===== src/rtl/ilv_pkg.sv =====
package ilv_pkg;
  typedef struct packed {
    logic wrEn;
    logic rdEn;
    logic passEn;
  } ilvStb_t;
endpackage


===== src/rtl/ilv_ctrl.sv =====
module ilv_ctrl import ilv_pkg::*; #(
  parameter int ROWS_STD        = 40,
  parameter int ROWS_SLOW_LONG  = 20,
  parameter int ROWS_SLOW_SHORT = 10,
  parameter int STRIDE_STD      = 9,
  parameter int STRIDE_SLOW     = 7,
  parameter int STEP_STD        = 17,
  parameter int STEP_SLOW       = 7,
  parameter int COLS_STD_SHORT  = 18,
  parameter int COLS_STD_LONG   = 24,
  parameter int COLS_SLOW_SHORT = 9,
  parameter int COLS_SLOW_LONG  = 12,
  parameter int ROW_W           = 6,
  parameter int COL_W           = 5
) (
  input  logic             clk,
  input  logic             rstN,
  input  logic             cfgSlow,
  input  logic             cfgLong,
  input  logic             cfgBypass,
  input  logic             loadStb,
  input  logic             fetchStb,
  output logic [ROW_W-1:0] loadRow,
  output logic [COL_W-1:0] loadCol,
  output logic [ROW_W-1:0] fetchRow,
  output logic [COL_W-1:0] fetchCol,
  output logic             loadBank,
  output logic             loadFull,
  output logic             fetchEmpty,
  output logic             blockDone,
  output ilvStb_t          stb
);
  logic [ROW_W-1:0] rows, stride, loadRowNext;
  logic [COL_W-1:0] cols, step, fetchColNext, fetchBase;
  logic rowWrap, loadLast, fetchRowLast, fetchLast, swap;

  always_comb begin
    unique case ({cfgSlow, cfgLong})
      2'b00:   begin rows = ROW_W'(ROWS_STD);        cols = COL_W'(COLS_STD_SHORT);  end
      2'b01:   begin rows = ROW_W'(ROWS_STD);        cols = COL_W'(COLS_STD_LONG);   end
      2'b10:   begin rows = ROW_W'(ROWS_SLOW_SHORT); cols = COL_W'(COLS_SLOW_SHORT); end
      default: begin rows = ROW_W'(ROWS_SLOW_LONG);  cols = COL_W'(COLS_SLOW_LONG);  end
    endcase
    stride = cfgSlow ? ROW_W'(STRIDE_SLOW) : ROW_W'(STRIDE_STD);
    step   = cfgSlow ? COL_W'(STEP_SLOW)   : COL_W'(STEP_STD);
  end

  // modular steps computed without overflow
  assign loadRowNext  = (loadRow >= rows - stride) ? loadRow - (rows - stride) : loadRow + stride;
  assign rowWrap      = (loadRowNext == '0);
  assign loadLast     = rowWrap && (loadCol == cols - 1'b1);
  assign fetchColNext = (fetchCol >= step) ? fetchCol - step : fetchCol + (cols - step);
  assign fetchRowLast = (fetchRow == rows - 1'b1);
  assign fetchLast    = fetchRowLast && (fetchBase == cols - 1'b1);
  assign swap         = loadFull && fetchEmpty;
  assign blockDone    = swap;

  assign stb.wrEn   = loadStb && !loadFull && !cfgBypass && !swap;
  assign stb.rdEn   = fetchStb && !fetchEmpty && !cfgBypass && !swap;
  assign stb.passEn = loadStb && cfgBypass;

  always_ff @(posedge clk) begin
    if (!rstN) begin
      loadRow <= '0; loadCol <= '0;
      fetchRow <= '0; fetchCol <= '0; fetchBase <= '0;
      loadBank <= 1'b0; loadFull <= 1'b0; fetchEmpty <= 1'b1;
    end else if (swap) begin
      loadRow <= '0; loadCol <= '0;
      fetchRow <= '0; fetchCol <= '0; fetchBase <= '0;
      loadBank <= ~loadBank; loadFull <= 1'b0; fetchEmpty <= 1'b0;
    end else begin
      if (stb.wrEn) begin
        if (loadLast) loadFull <= 1'b1;
        else begin
          loadRow <= loadRowNext;
          if (rowWrap) loadCol <= loadCol + 1'b1;
        end
      end
      if (stb.rdEn) begin
        if (fetchLast) fetchEmpty <= 1'b1;
        else if (fetchRowLast) begin
          fetchRow  <= '0;
          fetchBase <= fetchBase + 1'b1;
          fetchCol  <= fetchBase + 1'b1;
        end else begin
          fetchRow <= fetchRow + 1'b1;
          fetchCol <= fetchColNext;
        end
      end
    end
  end

  AST_LOAD_ROW_RANGE: assert property (@(posedge clk) disable iff (!rstN)
    loadRow < rows);
  AST_FULL_FREEZE: assert property (@(posedge clk) disable iff (!rstN)
    (loadFull && !swap) |=> ($stable(loadRow) && $stable(loadCol)));
  AST_EMPTY_FREEZE: assert property (@(posedge clk) disable iff (!rstN)
    (fetchEmpty && !swap) |=> ($stable(fetchRow) && $stable(fetchCol)));
  AST_FETCH_ROW_STEP: assert property (@(posedge clk) disable iff (!rstN)
    (stb.rdEn && !fetchRowLast) |=> (fetchRow == $past(fetchRow) + 1'b1));
  AST_PASS_RESTART: assert property (@(posedge clk) disable iff (!rstN)
    (stb.rdEn && fetchRowLast && !fetchLast) |=> (fetchRow == '0 && fetchCol == $past(fetchBase) + 1'b1));
  AST_BANK_TOGGLE: assert property (@(posedge clk) disable iff (!rstN)
    swap |=> (loadBank != $past(loadBank) && !loadFull && !fetchEmpty));
  AST_BANK_HOLD: assert property (@(posedge clk) disable iff (!rstN)
    !swap |=> $stable(loadBank));
endmodule


===== src/rtl/ilv_datapath.sv =====
module ilv_datapath import ilv_pkg::*; #(
  parameter int ROWS_MAX = 40,
  parameter int COLS_MAX = 24,
  parameter int ROW_W    = 6,
  parameter int COL_W    = 5
) (
  input  logic             clk,
  input  logic             rstN,
  input  ilvStb_t          stb,
  input  logic             loadBit,
  input  logic             loadBank,
  input  logic [ROW_W-1:0] loadRow,
  input  logic [COL_W-1:0] loadCol,
  input  logic [ROW_W-1:0] fetchRow,
  input  logic [COL_W-1:0] fetchCol,
  output logic             fetchBit
);
  localparam int BANK_SZ = ROWS_MAX * COLS_MAX;
  localparam int DEPTH   = 2 * BANK_SZ;
  localparam int AW      = $clog2(DEPTH);

  logic memBits [DEPTH];
  logic [AW-1:0] wrAddr, rdAddr;
  logic fetchBank;

  assign fetchBank = ~loadBank;
  assign wrAddr = (loadBank ? AW'(BANK_SZ) : AW'(0)) + AW'(loadRow) * AW'(COLS_MAX) + AW'(loadCol);
  assign rdAddr = (fetchBank ? AW'(BANK_SZ) : AW'(0)) + AW'(fetchRow) * AW'(COLS_MAX) + AW'(fetchCol);

  always_ff @(posedge clk) begin
    if (stb.wrEn) memBits[wrAddr] <= loadBit;
  end

  always_ff @(posedge clk) begin
    if (!rstN)           fetchBit <= 1'b0;
    else if (stb.rdEn)   fetchBit <= memBits[rdAddr];
    else if (stb.passEn) fetchBit <= loadBit;
  end

  AST_BYPASS_ECHO: assert property (@(posedge clk) disable iff (!rstN)
    stb.passEn |=> (fetchBit == $past(loadBit)));
  AST_NO_DUAL_SOURCE: assert property (@(posedge clk) disable iff (!rstN)
    !(stb.passEn && (stb.wrEn || stb.rdEn)));
endmodule


===== src/rtl/ilv_addr_gen.sv =====
module ilv_addr_gen import ilv_pkg::*; #(
  parameter int ROWS_STD        = 40,
  parameter int ROWS_SLOW_LONG  = 20,
  parameter int ROWS_SLOW_SHORT = 10,
  parameter int STRIDE_STD      = 9,
  parameter int STRIDE_SLOW     = 7,
  parameter int STEP_STD        = 17,
  parameter int STEP_SLOW       = 7,
  parameter int COLS_STD_SHORT  = 18,
  parameter int COLS_STD_LONG   = 24,
  parameter int COLS_SLOW_SHORT = 9,
  parameter int COLS_SLOW_LONG  = 12,
  localparam int COLS_A   = (COLS_STD_SHORT > COLS_STD_LONG) ? COLS_STD_SHORT : COLS_STD_LONG,
  localparam int COLS_B   = (COLS_SLOW_SHORT > COLS_SLOW_LONG) ? COLS_SLOW_SHORT : COLS_SLOW_LONG,
  localparam int COLS_MAX = (COLS_A > COLS_B) ? COLS_A : COLS_B,
  localparam int ROW_W    = $clog2(ROWS_STD + 1),
  localparam int COL_W    = $clog2(COLS_MAX + 1)
) (
  input  logic             clk,
  input  logic             rstN,
  input  logic             cfgSlow,
  input  logic             cfgLong,
  input  logic             cfgBypass,
  input  logic             loadStb,
  input  logic             loadBit,
  input  logic             fetchStb,
  output logic [ROW_W-1:0] loadRow,
  output logic [COL_W-1:0] loadCol,
  output logic [ROW_W-1:0] fetchRow,
  output logic [COL_W-1:0] fetchCol,
  output logic             loadBank,
  output logic             loadFull,
  output logic             fetchEmpty,
  output logic             blockDone,
  output logic             fetchBit
);
  ilvStb_t stb;

  ilv_ctrl #(
    .ROWS_STD(ROWS_STD), .ROWS_SLOW_LONG(ROWS_SLOW_LONG), .ROWS_SLOW_SHORT(ROWS_SLOW_SHORT),
    .STRIDE_STD(STRIDE_STD), .STRIDE_SLOW(STRIDE_SLOW),
    .STEP_STD(STEP_STD), .STEP_SLOW(STEP_SLOW),
    .COLS_STD_SHORT(COLS_STD_SHORT), .COLS_STD_LONG(COLS_STD_LONG),
    .COLS_SLOW_SHORT(COLS_SLOW_SHORT), .COLS_SLOW_LONG(COLS_SLOW_LONG),
    .ROW_W(ROW_W), .COL_W(COL_W)
  ) i_ctrl (
    .clk(clk), .rstN(rstN), .cfgSlow(cfgSlow), .cfgLong(cfgLong), .cfgBypass(cfgBypass),
    .loadStb(loadStb), .fetchStb(fetchStb),
    .loadRow(loadRow), .loadCol(loadCol), .fetchRow(fetchRow), .fetchCol(fetchCol),
    .loadBank(loadBank), .loadFull(loadFull), .fetchEmpty(fetchEmpty),
    .blockDone(blockDone), .stb(stb)
  );

  ilv_datapath #(
    .ROWS_MAX(ROWS_STD), .COLS_MAX(COLS_MAX), .ROW_W(ROW_W), .COL_W(COL_W)
  ) i_datapath (
    .clk(clk), .rstN(rstN), .stb(stb), .loadBit(loadBit), .loadBank(loadBank),
    .loadRow(loadRow), .loadCol(loadCol), .fetchRow(fetchRow), .fetchCol(fetchCol),
    .fetchBit(fetchBit)
  );
endmodule


===== config.mk =====
export PLATFORM = sky130hd
export DESIGN_NAME = ilv_addr_gen
export DESIGN_NICKNAME = d
export VERILOG_FILES = /design/src/rtl/ilv_pkg.sv /design/src/rtl/ilv_ctrl.sv /design/src/rtl/ilv_datapath.sv /design/src/rtl/ilv_addr_gen.sv
export SDC_FILE = /design/constraint.sdc
export NUM_CORES = 2
export LEC_CHECK = 0
export BUFFER_PORTS_ARGS = -buffer_cell sky130_fd_sc_hd__buf_2
export CORE_MARGIN = 8
export CORE_UTILIZATION = 35
export DETAILED_ROUTE_END_ITERATION = 16
export GPL_ROUTABILITY_DRIVEN = 0
export SLEW_MARGIN = 30
export SYNTH_ARGS = -nofsm -noshare
export SYNTH_HDL_FRONTEND = slang
export SYNTH_SLANG_ARGS = --single-unit

===== constraint.sdc =====
create_clock -name clk -period 4.1 [get_ports clk]
set_input_delay 0 -clock clk [delete_from_list [all_inputs] [get_ports clk]]
set_output_delay 0 -clock clk [all_outputs]
set_load 0.05 [all_outputs]

Yosys cells after proc, flatten, opt, wreduce, memory -nomap -nowiden. Memories as Yosys holds them, arrays and structs flattened. Index checks and enable logic that the tools add are counted.

Register bits: 31. RAM bits: 1920. Input bits: 8. Word-level logic and storage cells: 82. Memories: 1.

Memories: i_datapath.memBits (depth 1920, bits a word 1, rd ports 1, clocked after Yosys merged registers in 0, wr ports 1, line ilv_datapath.sv:22) `logic memBits [DEPTH];`.

$add $sub $neg: 15. $mul: 2. Order comparisons: 2. Equal/unequal tests: 5. Muxes and demuxes: 17. Bitwise operators: 4. Reductions and logical operators: 27.

Operators with widths (number): $add A11 B11 Y11 (2); $add A11 B5 Y11 (2); $mux W10 (2); $mul A6 B2 Y8 const B (2); $mux W5 (3); $pmux W5 S3 (1); $mux W6 (2); $pmux W6 S2 (1); $sub A6 B6 Y6 (2); $add A5 B1 Y5 const B (2); $eq A5 B5 Y1 (2); $logic_and A1 B1 Y1 (10); $sub A5 B5 Y5 (2); $reduce_and A2 Y1 (4); $mux W1 (7); $add A6 B1 Y6 const B (1); $add A6 B6 Y6 (1); $eq A6 B6 Y1 (1); $ge A6 B6 Y1 (1); $logic_not A6 Y1 (1); $reduce_and A3 Y1 (2); $reduce_bool A2 Y1 (3); $sub A6 B1 Y6 const B (1); $add A5 B5 Y5 (1); other kinds (9) (16).

Logic depth before layout (Yosys ltp).
Depth after elaboration: 10. Mapped depth: 17. Gate-level depth less buffers: 16.

By module. Synthesis repeated with hierarchy kept, for this count alone.

Cells, all modules: 6173. Area, all modules: 87174.9 sq um.

Modules (own cells, without submodules): ilv_datapath (instances 1, cells each 5867, area each 84591.1 sq um, sequential area each 57675.3 sq um); ilv_ctrl (instances 1, cells each 306, area each 2583.7 sq um, sequential area each 600.6 sq um).

Worst setup path before layout. Ideal clock, no wire load.

Path kind: register -> register. From: reg i_ctrl.loadRow[0]. To: mem i_datapath.memBits[258] (enable). Arrival: 3.827 ns. Required time: 3.800 ns. Slack: -0.027 ns. Stages on the path, launching flop included: 16. Period minus slack after synthesis: 4.127 ns. Path through: dfxtp_1 ha_1 inv_1 fa_1 xnor2_1 ha_1 inv_1 o31ai_1 a21oi_1 o21bai_1 a21oi_1 xor2_1 nor3b_1 nand2_1 clkbuf_1 nor2_1.

Longest elaborated chain between the ends: 3.

Ends and longest elaborated chain: start: declaration (line ilv_ctrl.sv:23) `output logic [ROW_W-1:0] loadRow,`; start signal: assignment (line ilv_ctrl.sv:75) `loadRow <= loadRowNext;`; $mul A6 B2 Y8 (line ilv_datapath.sv:27) `assign wrAddr = (loadBank ? AW'(BANK_SZ) : AW'(0)) + AW'(loadRow) * AW'(COLS_MAX) + AW'(loadCol);`; $add A11 B11 Y11 (line ilv_datapath.sv:27); $add A11 B5 Y11 (line ilv_datapath.sv:27); end: declaration (line ilv_datapath.sv:22).

No other way between the ends.

Final worst setup path.
From: reg i_ctrl.fetchRow[0]. To: reg i_datapath.fetchBit.

Longest elaborated chain between the ends: 5.

Ends and longest elaborated chain: start: declaration (line ilv_ctrl.sv:25) `output logic [ROW_W-1:0] fetchRow,`; start signal: assignment (line ilv_ctrl.sv:86) `fetchRow <= fetchRow + 1'b1;`; $mul A6 B2 Y8 (line ilv_datapath.sv:28) `assign rdAddr = (fetchBank ? AW'(BANK_SZ) : AW'(0)) + AW'(fetchRow) * AW'(COLS_MAX) + AW'(fetchCol);`; $add A11 B11 Y11 (line ilv_datapath.sv:28); $add A11 B5 Y11 (line ilv_datapath.sv:28); $mem_v2 Z1920 W1; $mux W1 (line ilv_datapath.sv:36) `else if (stb.rdEn) fetchBit <= memBits[rdAddr];`; end signal: assignment (line ilv_datapath.sv:36); end signal: assignment (line ilv_datapath.sv:37) `else if (stb.passEn) fetchBit <= loadBit;`; end: declaration (line ilv_datapath.sv:16) `output logic fetchBit`.

No other way between the ends. A chain may end at the register's enable or synchronous reset.

==> summary.txt <==
Outcome
  • Status: complete, but fails checks
  • Failing checks: negative setup slack

Synth
  • Post-synthesis mux area share: approximately an eighth
  • Synthesized area per cell: 14.3 µm²
  • Number of synthesized register bits: between 1500 and 2000
  • Post-Syn Area: 0.0860 mm²
  • Seq/Total Area, Yosys: about 68%
  • Simple logic cell fraction of the synthesized area: a little over a tenth
  • Post-synthesis net count: between 6000 and 7000
  • Predominant post-synthesis flop cell: edfxtp_1
  • Cell variety after synth: 75
  • Post-Syn Instances: 6023
  • Asr flop ratio synth: 0%
  • Main combinational cell family by area after synthesis: multiplexers
  • EDFF count, synth: around 1900
  • Synth Area in XOR/XNOR: less than 1%
  • Area share of fa/ha/maj cells after synthesis: 0.928%
  • Synth warn: 0
  • Post-synthesis compound-gate area fraction: under 10%

Drt
  • Iter 0 DRT Violations: 7119
  • Pre-antenna DRT Iters: 8
  • Routed len/inst: approximately 27 µm
  • Overall via count from detail_route: between 50000 and 60000
  • Detailed Route WL: 258 mm
  • Vias per cell: ~5.6
  • DRC Markers: 0
  • Routed Antenna Nets: 0

Clock network
  • Clock slew at reported path FFs: around 0.06 ns
  • Clock latency on the worst-skew pair: around 0.86 ns
  • CTS tree: done
  • Root buf cell: clkbuf_16
  • Num CTS Buffers: approximately 200
  • Clock Tree Buf Depth: 3
  • Maximum level of the CTS H-tree: 4
  • Sink Count: 1951

Critical path
  • CP Data Required Time: between 4 and 5 ns
  • Worst Path Buf+Inv: 6
  • Reg2reg path depth: 17
  • Crit path max-delay cell type: fa_4
  • CP arrival: between 4 and 5 ns
  • Reg2reg start: i_ctrl.fetchRow[0]
  • Crit path launch type: flop
  • WS Path Type: reg -> reg
  • Crit-path leading delay family: simple AND/OR/NAND/NOR gates
  • Worst-path fanout max: 23
  • CP Cell Sequence: buf_6, ha_4, inv_2, fa_4, buf_6, buf_4, nor2b_4, buf_12, a22o_1, a221oi_2, o22ai_2, or4_4, nand4_1, nand3_2, nor4_4, buf_4, a211oi_2
  • Critical Path End: i_datapath.fetchBit
  • Crit path depth: 17
  • Worst setup path start: i_ctrl.fetchRow[0]
  • CP peak stage delay: about 0.71 ns
  • Critical R2R Capture: i_datapath.fetchBit
  • Crit path capture type: flop
  • FF-to-FF setup slack: -0.04 ns

Placed design
  • Port bufs: 34
  • Post-DP HPWL: 145 mm
  • Pre-CTS setup slack: -0.292 ns

Floorplan
  • Io pins: 35
  • Initial core utilization: a little over a third
  • Die area: 0.262 mm²
  • DIE HEIGHT: slightly above 500 µm
  • Die width: ~500 µm
  • Std-Cell Rows: 182
  • Core area: around 0.25 mm²

Power
  • Cell Pwr Density: between 400 and 500 mW/mm²
  • Leak Pwr: a little under 0.03 µW
  • Clk pwr share: a little over two fifths
  • Combinational power share: 2.5%
  • Flop pwr share: between 50% and 60%
  • VDD IR max: 0.000329 V
  • Psw: approximately 8700 µW
  • Sw Share: a little over a fifth
  • Internal power: 32000 µW

STA
  • Min Tclk post-route: between 4 and 5 ns
  • Actual slew at the worst max-slew pin: between 1 and 1.5 ns
  • Final hold violations: 0
  • Slew headroom: 31.4%
  • Max Slew Vio Count: 0
  • Fin Clk Skew: 0.0351 ns
  • Worst Slack Setup Final: -0.0395 ns
  • Fin crit share: 101%
  • TNS Setup: -0.0395 ns
  • RSZ-0062 raised after global routing: yes
  • Fmax: ~240 MHz
  • Setup violators final: 1

Worst hold path
  • Hold Path Class: in -> reg

Finish
  • Ratio of cells with drive above 1 in the final layout: a little under a fifth
  • Multi-input gate area: approximately 0.025 mm²
  • FF/Latch Area: between 0.05 and 0.06 mm²
  • Nets: a little over 6000
  • # fillers: about 22000
  • Area delta synth->final: 15.1%

Global route
  • Gr ovfl total: 0
  • GRT Resource Usage Total: between 10% and 20%
  • Initial antenna violation count: 5
  • First-pass GRT wire length: about 370 mm
  • Vias in the first global route: 52290
  • Largest net degree at the start of global routing: 214

Job
  • Max cap viols: 0
sequential cells by signal (all words and copies together) (netlist names):
signal               flops
i_ctrl.fetchCol          5
i_ctrl.loadCol           5
i_ctrl.fetchRow          6
i_ctrl.fetchEmpty        1
i_datapath.fetchBit      1
i_ctrl.fetchBase         5
i_ctrl.loadRow           6
i_ctrl.loadBank          1
i_ctrl.loadFull          1
i_datapath.memBits    1920
through the flow:
stage / util (%) / hold WS [ns] / cells / area (µm²) / total power (µW)
2_1_floorplan: - / 0.0619 / 6023 / 86000 / 22700
5_1_grt: 40.4 / 0.350 / 9477 / 99100 / 41700
4_1_cts: 40.4 / 0.231 / 9474 / 99000 / 40900
6_report: 40.4 / 0.296 / 9478 / 99100 / 40700
3_3_place_gp: 37.6 / 0.206 / 9073 / 92200 / 23300
3_5_place_dp: 37.6 / 0.213 / 9073 / 92200 / 23300
cell usage after synthesis (11+ instances only):
master / number / area [µm²]
a31oi_1: 16 / 100
o221ai_1: 60 / 526
nor3_1: 37 / 185
o2111ai_1: 11 / 96.3
a22o_1: 36 / 315
edfxtp_1: 1920 / 57700
buf_2: 34 / 170
a21o_1: 12 / 90.1
buf_6: 20 / 225
nand4_1: 17 / 106
mux4_2: 422 / 9500
buf_8: 20 / 300
dfxtp_1: 31 / 621
o21ai_0: 20 / 100
nand2_1: 174 / 653
mux2_2: 12 / 135
o22ai_1: 60 / 375
a221oi_1: 34 / 298
xor2_1: 21 / 184
ha_1: 51 / 638
nor2_1: 1996 / 7490
a21oi_1: 79 / 395
clkbuf_1: 459 / 1720
xnor2_1: 33 / 289
nor4_1: 20 / 125
inv_1: 37 / 139
a22oi_1: 25 / 188
buf_4: 23 / 173
mux2i_1: 161 / 1610
and3_1: 12 / 75.1
nand3_1: 20 / 100
worst reg2reg max path: stages (launching register included):
cell,delay (ns)
dfxtp_4,0.36
buf_6,0.12
ha_4,0.15
inv_2,0.05
fa_4,0.71
buf_6,0.18
buf_4,0.18
nor2b_4,0.16
buf_12,0.17
a22o_1,0.23
a221oi_2,0.20
o22ai_2,0.15
or4_4,0.45
nand4_1,0.13
nand3_2,0.11
nor4_4,0.43
buf_4,0.18
a211oi_2,0.03
cell type report:
| type | count | share of cell area (%) |
|---|---|---|
| flip-flops and latches | 1951 | 58.8 |
| diodes | 2 | 0.00505 |
| clock buffers | 249 | 5.28 |
| repair buffers | 426 | 4.92 |
| clock inverters | 128 | 1.12 |
| inverters | 40 | 0.165 |
| well taps | 3220 | 4.07 |
| multi-input cells | 3462 | 25.6 |
layer usage:
metal | GRT usage, % | routed length (µm) | vias to the layer above
li1 | - | - | 22386
met1 | 26.4 | 104000 | 27918
met2 | 30.5 | 120000 | 2549
met3 | 3.66 | 24500 | 464
met4 | 6.11 | 8630 | 2
met5 | 0 | 16 | -
power by group through the flow:
stage / Clock (µW) / Combinational, µW / Sequential [µW]
floorplan: 0 / 307 / 22300
global placement: 0 / 949 / 22300
detailed placement: 0 / 976 / 22300
CTS: 18000 / 986 / 21900
global route: 18700 / 1060 / 21900
finish: 17800 / 998 / 21900
cells by family (layout without fill, tap and decap cells):
group / Yosys count / after routing
other: 1 / 3
buffers and inverters: 611 / 843
muxes: 603 / 603
AOI/OAI and AO/OA: 412 / 412
and+or+nand+nor: 2332 / 2333
adders and majority gates: 59 / 59
DFF: 1951 / 1951
xor gates and xnor gates: 54 / 54
worst min path at each step:
stage                     slack [ns]             endpoint  cells after the start  startpoint
after floorplan                 0.06    i_ctrl.fetchEmpty                      1        rstN
after CTS                       0.23  i_datapath.fetchBit                      4        rstN
after detailed placement        0.21    i_ctrl.fetchEmpty                      2        rstN
final                           0.30  i_datapath.fetchBit                      4        rstN
after global routing            0.35   i_ctrl.fetchRow[1]                      6   cfgBypass
after global placement          0.21    i_ctrl.fetchEmpty                      2        rstN
repair_timing:
item                                    CTS  global route
endpoints found under the setup margin    2           537
resized for setup                        29             9
hold buffers                             12             0
endpoints found under the hold margin   241             0
gates cloned                              1             0
pin swaps                                 8             0
buffers inserted                         11             2
layout by cell type (no fill, tap or decap), types with 32 or more instances in the layout:
cell / instances
nor2_1: 1993
edfxtp_1: 1920
mux4_2: 422
buf_4: 241
clkbuf_16: 202
mux2i_1: 161
nand2_1: 141
buf_12: 135
a21oi_1: 76
clkinv_1: 63
o221ai_1: 60
o22ai_1: 58
ha_1: 48
clkbuf_1: 47
a22o_1: 36
inv_1: 35
buf_2: 33
nor3_1: 32
nand2_4: 32
a221oi_1: 32
No activity file was read; power rests on OpenSTA's default activity.
